--- src/rtl/dbg_port_pkg.sv ---
package dbg_port_pkg;
  typedef enum logic [2:0] {
    ST_RUN,    // normal execution
    ST_WAITC,  // request seen, waiting for the core to retire
    ST_ACK0,   // debug entered, waiting for first serial edge
    ST_ACK1,   // acknowledge level on data-out
    ST_HOLD,   // acknowledge sent, request still held
    ST_DBG     // shifting commands
  } dbg_state_e;

  localparam logic [1:0] CAUSE_SW    = 2'd0;
  localparam logic [1:0] CAUSE_REQ   = 2'd1;
  localparam logic [1:0] CAUSE_BKPT  = 2'd2;
  localparam logic [1:0] CAUSE_TRACE = 2'd3;
endpackage

--- src/rtl/dbg_sync.sv ---
module dbg_sync #(
  parameter int W      = 1,
  parameter int STAGES = 2
) (
  input  logic         clk,
  input  logic         rst_n,
  input  logic [W-1:0] d,
  output logic [W-1:0] q
);
  logic [W-1:0] pipe [STAGES];

  always_ff @(posedge clk) begin
    if (!rst_n) begin
      for (int i = 0; i < STAGES; i++) pipe[i] <= '0;
    end else begin
      pipe[0] <= d;
      for (int i = 1; i < STAGES; i++) pipe[i] <= pipe[i-1];
    end
  end

  assign q = pipe[STAGES-1];
endmodule

--- src/rtl/dbg_shifter.sv ---
module dbg_shifter #(
  parameter int CMD_W = 8
) (
  input  logic             clk,
  input  logic             rst_n,
  input  logic             en,
  input  logic             bit_stb,
  input  logic             bit_in,
  output logic             cmd_vld,
  output logic [CMD_W-1:0] cmd
);
  localparam int CNT_W = $clog2(CMD_W);
  localparam logic [CNT_W-1:0] LAST = CNT_W'(CMD_W - 1);

  logic [CNT_W-1:0] cnt;
  logic [CMD_W-1:0] nxt;

  assign nxt = {cmd[CMD_W-2:0], bit_in};

  always_ff @(posedge clk) begin
    if (!rst_n) begin
      cnt     <= '0;
      cmd     <= '0;
      cmd_vld <= 1'b0;
    end else begin
      cmd_vld <= 1'b0;
      if (!en) begin
        cnt <= '0;                 // any partial command is dropped
      end else if (bit_stb) begin
        cmd <= nxt;
        if (cnt == LAST) begin
          cnt     <= '0;
          cmd_vld <= 1'b1;
        end else begin
          cnt <= cnt + 1'b1;
        end
      end
    end
  end
endmodule

--- src/rtl/dbg_decoder.sv ---
module dbg_decoder #(
  parameter int CMD_W = 8,
  parameter int SEL_W = 5
) (
  input  logic             clk,
  input  logic             rst_n,
  input  logic             cmd_vld,
  input  logic [CMD_W-1:0] cmd,
  output logic             rd_stb,
  output logic             wr_stb,
  output logic [SEL_W-1:0] reg_sel,
  output logic             mode_wr,
  output logic             resume,
  output logic [CMD_W-2-SEL_W:0] mode_val
);
  localparam int DIR_BIT = CMD_W - 1;
  localparam logic [SEL_W-1:0] SEL_MODE   = '1;
  localparam logic [SEL_W-1:0] SEL_RESUME = SEL_MODE - 1'b1;

  logic             is_rd;
  logic [SEL_W-1:0] sel;

  assign is_rd    = cmd[DIR_BIT];
  assign sel      = cmd[SEL_W-1:0];
  assign mode_val = cmd[DIR_BIT-1:SEL_W];
  assign mode_wr  = cmd_vld && !is_rd && (sel == SEL_MODE);
  assign resume   = cmd_vld && !is_rd && (sel == SEL_RESUME);

  always_ff @(posedge clk) begin
    if (!rst_n) begin
      rd_stb  <= 1'b0;
      wr_stb  <= 1'b0;
      reg_sel <= '0;
    end else begin
      rd_stb <= cmd_vld && is_rd;
      wr_stb <= cmd_vld && !is_rd;
      if (cmd_vld) reg_sel <= sel;
    end
  end
endmodule

--- src/rtl/dbg_ctrl.sv ---
module dbg_ctrl
  import dbg_port_pkg::*;
#(
  parameter int MODE_W = 2
) (
  input  logic              clk,
  input  logic              rst_n,
  input  logic              req_s,
  input  logic              srise,
  input  logic              core_done,
  input  logic              core_halt,
  input  logic [1:0]        core_cause,
  input  logic              mode_wr,
  input  logic              resume,
  input  logic [MODE_W-1:0] mode_val,
  output logic              dbg_mode,
  output logic              sdo,
  output logic              shift_en,
  output logic              wake,
  output logic [MODE_W+1:0] status
);
  dbg_state_e        st;
  logic              req_q;
  logic [1:0]        cause;
  logic [MODE_W-1:0] mode;

  always_ff @(posedge clk) begin
    if (!rst_n) begin
      st    <= ST_RUN;
      req_q <= 1'b0;
      wake  <= 1'b0;
      cause <= CAUSE_SW;
      mode  <= '0;
    end else begin
      req_q <= req_s;
      wake  <= req_s && !req_q;
      unique case (st)
        ST_RUN: begin
          if (core_halt) begin
            cause <= core_cause;
            st    <= ST_ACK0;
          end else if (req_s) begin
            st <= ST_WAITC;
          end
        end
        ST_WAITC: if (core_done) begin
          cause <= CAUSE_REQ;
          st    <= ST_ACK0;
        end
        ST_ACK0: if (srise) st <= ST_ACK1;
        ST_ACK1: if (srise) st <= req_s ? ST_HOLD : ST_DBG;
        ST_HOLD: if (!req_s) st <= ST_DBG;
        ST_DBG: begin
          if (req_s)       st <= ST_ACK0;   // resynchronise
          else if (resume) st <= ST_RUN;
          if (mode_wr) mode <= mode_val;
        end
        default: st <= ST_RUN;
      endcase
    end
  end

  assign dbg_mode = (st == ST_ACK0) || (st == ST_ACK1) ||
                    (st == ST_HOLD) || (st == ST_DBG);
  assign sdo      = (st == ST_ACK1);
  assign shift_en = (st == ST_DBG) && !req_s;
  assign status   = {mode, cause};
endmodule

--- src/rtl/dbg_serial_port.sv ---
module dbg_serial_port #(
  parameter int CMD_W       = 8,
  parameter int SEL_W       = 5,
  parameter int SYNC_STAGES = 2
) (
  input  logic             clk,
  input  logic             rst_n,
  input  logic             dbg_req,
  input  logic             core_done,
  input  logic             core_halt,
  input  logic [1:0]       core_cause,
  input  logic             sclk,
  input  logic             sdi,
  output logic             sdo,
  output logic             dbg_mode,
  output logic             wake,
  output logic             rd_stb,
  output logic             wr_stb,
  output logic [SEL_W-1:0] reg_sel,
  output logic [CMD_W-SEL_W:0] dbg_status
);
  localparam int MODE_W = CMD_W - 1 - SEL_W;

  logic [2:0]        sync_q;
  logic              req_s, sclk_s, sdi_s, sclk_q, srise;
  logic              shift_en, cmd_vld, mode_wr, resume;
  logic [CMD_W-1:0]  cmd;
  logic [MODE_W-1:0] mode_val;

  dbg_sync #(.W(3), .STAGES(SYNC_STAGES)) u_sync (
    .clk(clk), .rst_n(rst_n), .d({dbg_req, sclk, sdi}), .q(sync_q)
  );
  assign {req_s, sclk_s, sdi_s} = sync_q;

  always_ff @(posedge clk) begin
    if (!rst_n) sclk_q <= 1'b0;
    else        sclk_q <= sclk_s;
  end
  assign srise = sclk_s && !sclk_q;

  dbg_shifter #(.CMD_W(CMD_W)) u_shift (
    .clk(clk), .rst_n(rst_n), .en(shift_en), .bit_stb(srise),
    .bit_in(sdi_s), .cmd_vld(cmd_vld), .cmd(cmd)
  );

  dbg_decoder #(.CMD_W(CMD_W), .SEL_W(SEL_W)) u_dec (
    .clk(clk), .rst_n(rst_n), .cmd_vld(cmd_vld), .cmd(cmd),
    .rd_stb(rd_stb), .wr_stb(wr_stb), .reg_sel(reg_sel),
    .mode_wr(mode_wr), .resume(resume), .mode_val(mode_val)
  );

  dbg_ctrl #(.MODE_W(MODE_W)) u_ctrl (
    .clk(clk), .rst_n(rst_n), .req_s(req_s), .srise(srise),
    .core_done(core_done), .core_halt(core_halt), .core_cause(core_cause),
    .mode_wr(mode_wr), .resume(resume), .mode_val(mode_val),
    .dbg_mode(dbg_mode), .sdo(sdo), .shift_en(shift_en), .wake(wake),
    .status(dbg_status)
  );
endmodule

--- config.mk ---
export PLATFORM = sky130hd
export DESIGN_NAME = dbg_serial_port
export DESIGN_NICKNAME = d
export VERILOG_FILES = /design/src/rtl/dbg_port_pkg.sv /design/src/rtl/dbg_sync.sv /design/src/rtl/dbg_shifter.sv /design/src/rtl/dbg_decoder.sv /design/src/rtl/dbg_ctrl.sv /design/src/rtl/dbg_serial_port.sv
export SDC_FILE = /design/constraint.sdc
export NUM_CORES = 1
export LEC_CHECK = 0
export ABC_AREA = 1
export ABC_CLOCK_PERIOD_IN_PS = 1800
export BUFFER_PORTS_ARGS = -buffer_cell sky130_fd_sc_hd__buf_2
export CAP_MARGIN = 40
export CORE_MARGIN = 10
export CORE_UTILIZATION = 35
export DETAILED_ROUTE_END_ITERATION = 10
export SLEW_MARGIN = 20
export SYNTH_ARGS = -nofsm -noshare
export SYNTH_HDL_FRONTEND = slang
export SYNTH_SLANG_ARGS = --single-unit
--- constraint.sdc ---
create_clock -name clk -period 1.8 [get_ports clk]
set_clock_uncertainty 0.15 [all_clocks]
set_input_delay 0 -clock clk [delete_from_list [all_inputs] [get_ports clk]]
set_output_delay 0 -clock clk [all_outputs]
set_load 0.005 [all_outputs]
==> flow_summary.json <==
{
  "status": "complete, no violations",
  "hold_endpoint": "u_ctrl.cause[0]",
  "cpPeakStageDelay_ns": 0.56,
  "min_path_cells": 6,
  "cpMostUsedCell": "sky130_fd_sc_hd__nand3_1",
  "critPathArrivalTime_ns": 1.71,
  "pin_count": 23,
  "worst_pin_slew_ns": 0.366,
  "layout.cells.most_common_list": "33 x sky130_fd_sc_hd__dfxtp_1, 32 x sky130_fd_sc_hd__nand2_1, 29 x sky130_fd_sc_hd__nor2_1",
  "synth_async_reset_ratio_pct": 0,
  "grt.total_usage_pct": 8.60,
  "overflow": 0,
  "cap_violations": 0,
  "synth.lib_cells_used.distinct": 31,
  "ir_drop_uv": 651,
  "hold_start": "core_halt",
  "cp_data_required_time_ns": 1.86,
  "rows": 23,
  "worstSetupStartpoint": "u_ctrl.st[0]",
  "first_pass_grt_wire_length_microns": 5240,
  "fillCellCount": 415,
  "tritoncts_clock_tree": "done",
  "timing.critical_path.cells": "nor2_4 > nand3_1 > inv_1 > nand3_1 > dlygate4sd3_1 > a21oi_1",
  "dr.first_iter.drc_count": 53,
  "synthesis.area_sq_um": 1450,
  "grt_setup_unrepaired": "false",
  "setup_viol_count_final": 0,
  "initial_utilization_pct": 36.3,
  "postSynthRegisterBits": 35,
  "p_comb_share_pct": 22.7,
  "ys_seq_area_share_pct": 48.2,
  "post-dp-hpwl_microns": 2100,
  "final.min_clock_period_ns": 1.65,
  "hold_path.class": "input pin to flop",
  "fmax_ghz": 0.606,
  "crit_path_max_fanout": 9,
  "postLayoutCellArea_sq_um": 1810,
  "grt_antenna_before_repair": 0,
  "via_count_of_the_first_global_routing_pass": 1197,
  "io_buffer_count": 22,
  "layout_commonest_cell": "sky130_fd_sc_hd__dfxtp_1",
  "worst_setup_ep_type": "flop",
  "worst_setup_path_start_kind": "flop",
  "route.detailed.drc": 0,
  "cp.buffers_inverters": 2,
  "power_density_nw_per_um2": 1040,
  "post_synthesis_cells": 187,
  "p_r_area_growth_vs_syn_pct": 24.4,
  "criticalPathCategory": "flop to flop",
  "synth.net_count": 198,
  "synth_area_per_cell_sq_um": 7.77,
  "timing.slew.headroom_pct": 75.6,
  "synth.yosys.warnings": 0,
  "synth-edff-count": 0,
  "route.antenna.remaining_nets": 0,
  "num-nets-final": 234,
  "dieArea_sq_um": 7130,
  "rr_startpoint": "u_ctrl.st[0]",
  "grt_start_max_net_pins": 19,
  "fp.coreArea_sq_um": 4000,
  "layout-drive-gt1-share_pct": 22.3,
  "clk_path_buf_depth": 2,
  "internal_cell_power_mw": 1.28,
  "post-cts-setup-buffers": 0,
  "worstReg2RegEnd": "u_ctrl.cause[1]",
  "place_area_sq_um": 1610,
  "tritoncts.num_buffers": 5,
  "netSwitchingFraction_pct": 31.6,
  "clock_power_share_pct": 29.4,
  "worst-r2r-setup-slack_ns": 0.15,
  "final-hold-violation-count": 0,
  "clk_transition_reported_paths_ns": 0.07,
  "placer_s_final_routability_congestion_estimate": 0.866,
  "report.final.slew_viol_count": 0,
  "totalWireLength_microns": 2920,
  "total_leakage_power_nw": 0.872,
  "drt-wirelength-per-cell_microns": 10.6,
  "worst-r2r-cell-count": 6,
  "routed_via_density": 4.55,
  "seqPwrFrac_pct": 47.9,
  "total_switching_power_uw": 592,
  "clock_latency_ns": 0.28,
  "fin_crit_sh_pct": 91.6,
  "cts_max_level": 2,
  "synth_top_flop_cell": "sky130_fd_sc_hd__dfxtp_1",
  "cts_num_sinks": 35,
  "chipWidth_microns": 84.4,
  "vertical_die_dimension_microns": 84.4,
  "dr.pass1.iters": 4,
  "cell_with_the_largest_stage_delay_on_the_worst_path": "sky130_fd_sc_hd__dlygate4sd3_1",
  "finalSetupTns_ns": 0,
  "via_count": 1248,
  "root_cell_of_the_clock_tree": "sky130_fd_sc_hd__clkbuf_8",
  "path_delay_family": "buffers and inverters",
  "antenna_cells": 0
}
## Yosys cell counts, types with 3 or more instances
cell | n | area [sq um]
sky130_fd_sc_hd__nand3_1 | 8 | 40.0
sky130_fd_sc_hd__a21oi_1 | 8 | 40.0
sky130_fd_sc_hd__o21ai_0 | 8 | 40.0
sky130_fd_sc_hd__nand3b_1 | 3 | 22.5
sky130_fd_sc_hd__nand2_1 | 32 | 120
sky130_fd_sc_hd__inv_1 | 24 | 90.1
sky130_fd_sc_hd__o21ai_1 | 6 | 30.0
sky130_fd_sc_hd__dfxtp_1 | 35 | 701
sky130_fd_sc_hd__nor3_1 | 4 | 20.0
sky130_fd_sc_hd__nor2_1 | 29 | 109
## worst reg2reg max path: stages (launching register included)
cell and delay, ns:
sky130_fd_sc_hd__dfxtp_4 0.39, sky130_fd_sc_hd__nor2_4 0.13, sky130_fd_sc_hd__nand3_1 0.08, sky130_fd_sc_hd__inv_1 0.08, sky130_fd_sc_hd__nand3_1 0.06, sky130_fd_sc_hd__dlygate4sd3_1 0.56
sky130_fd_sc_hd__a21oi_1 0.13
## through the flow
step                      instances  util (%)  total power, mW  hold slack (ns)  worst slack [ns]
after floorplan                 187         -             1.21          -0.0524             0.474
after global placement          256      40.2             1.30           0.0351             0.301
after detailed placement        256      40.2             1.31           0.0362             0.253
after CTS                       274      44.9             1.89           0.0566            0.0315
after global routing            274      45.2             2.02            0.113            0.0109
final                           274      45.2             1.87           0.0616             0.151
## per-layer routing
metal	wire, microns	global-route usage [%]
met4	47	3.59
met3	198	3.19
met1	1350	9.72
met5	0	0
met2	1330	14.2
## state kept, by name, indices dropped and copies added (netlist names), 2 cells and up
signal / cells
u_dec.reg_sel: 5
u_ctrl.st: 3
u_ctrl.mode: 2
u_sync.pipe: 6
u_ctrl.cause: 2
u_shift.cnt: 3
u_shift.cmd: 8
## area by class of cell
| type | instances | area, sq um | share of cell area, % |
|---|---|---|---|
| Sequential cell | 35 | 706 | 39.1 |
| Multi-Input combinational cell | 120 | 622 | 34.4 |
| Timing Repair Buffer | 34 | 225 | 12.5 |
| Clock inverter | 3 | 20.0 | 1.11 |
| Tap cell | 50 | 62.6 | 3.46 |
| Inverter | 27 | 103 | 5.68 |
| Clock buffer | 5 | 68.8 | 3.81 |
## power by group through the flow
stage	Combinational [mW]	Clock [mW]	Sequential, mW
4_1_cts	0.428	0.575	0.884
3_3_place_gp	0.403	0	0.900
6_report	0.426	0.551	0.898
3_5_place_dp	0.404	0	0.901
2_1_floorplan	0.332	0	0.873
5_1_grt	0.503	0.611	0.907
## worst max path at each step
stage | end | cells after the start
after floorplan | u_shift.cmd[7] | 7
after global placement | u_shift.cmd[1] | 6
after detailed placement | u_shift.cmd[1] | 6
after CTS | u_ctrl.cause[1] | 6
after global routing | u_ctrl.cause[1] | 6
final | u_ctrl.cause[1] | 6
## cells by family (layout without fill, tap and decap cells)
logic type / count (synthesis) / after routing / synth area share (%)
AO/OA/AOI/OAI: 30 / 30 / 12.1
adder cells (fa/ha/maj): 2 / 2 / 1.72
buffers and inverters: 32 / 69 / 9.30
flip-flops: 35 / 35 / 48.2
AND/OR/NAND/NOR: 88 / 88 / 28.7
## what timing repair did
item,CTS,global route
gates resized for setup,0,4
endpoints found under the setup margin,0,1
hold endpoints to repair,15,0
hold buffers,10,0
(Power assumes the default switching activity.)
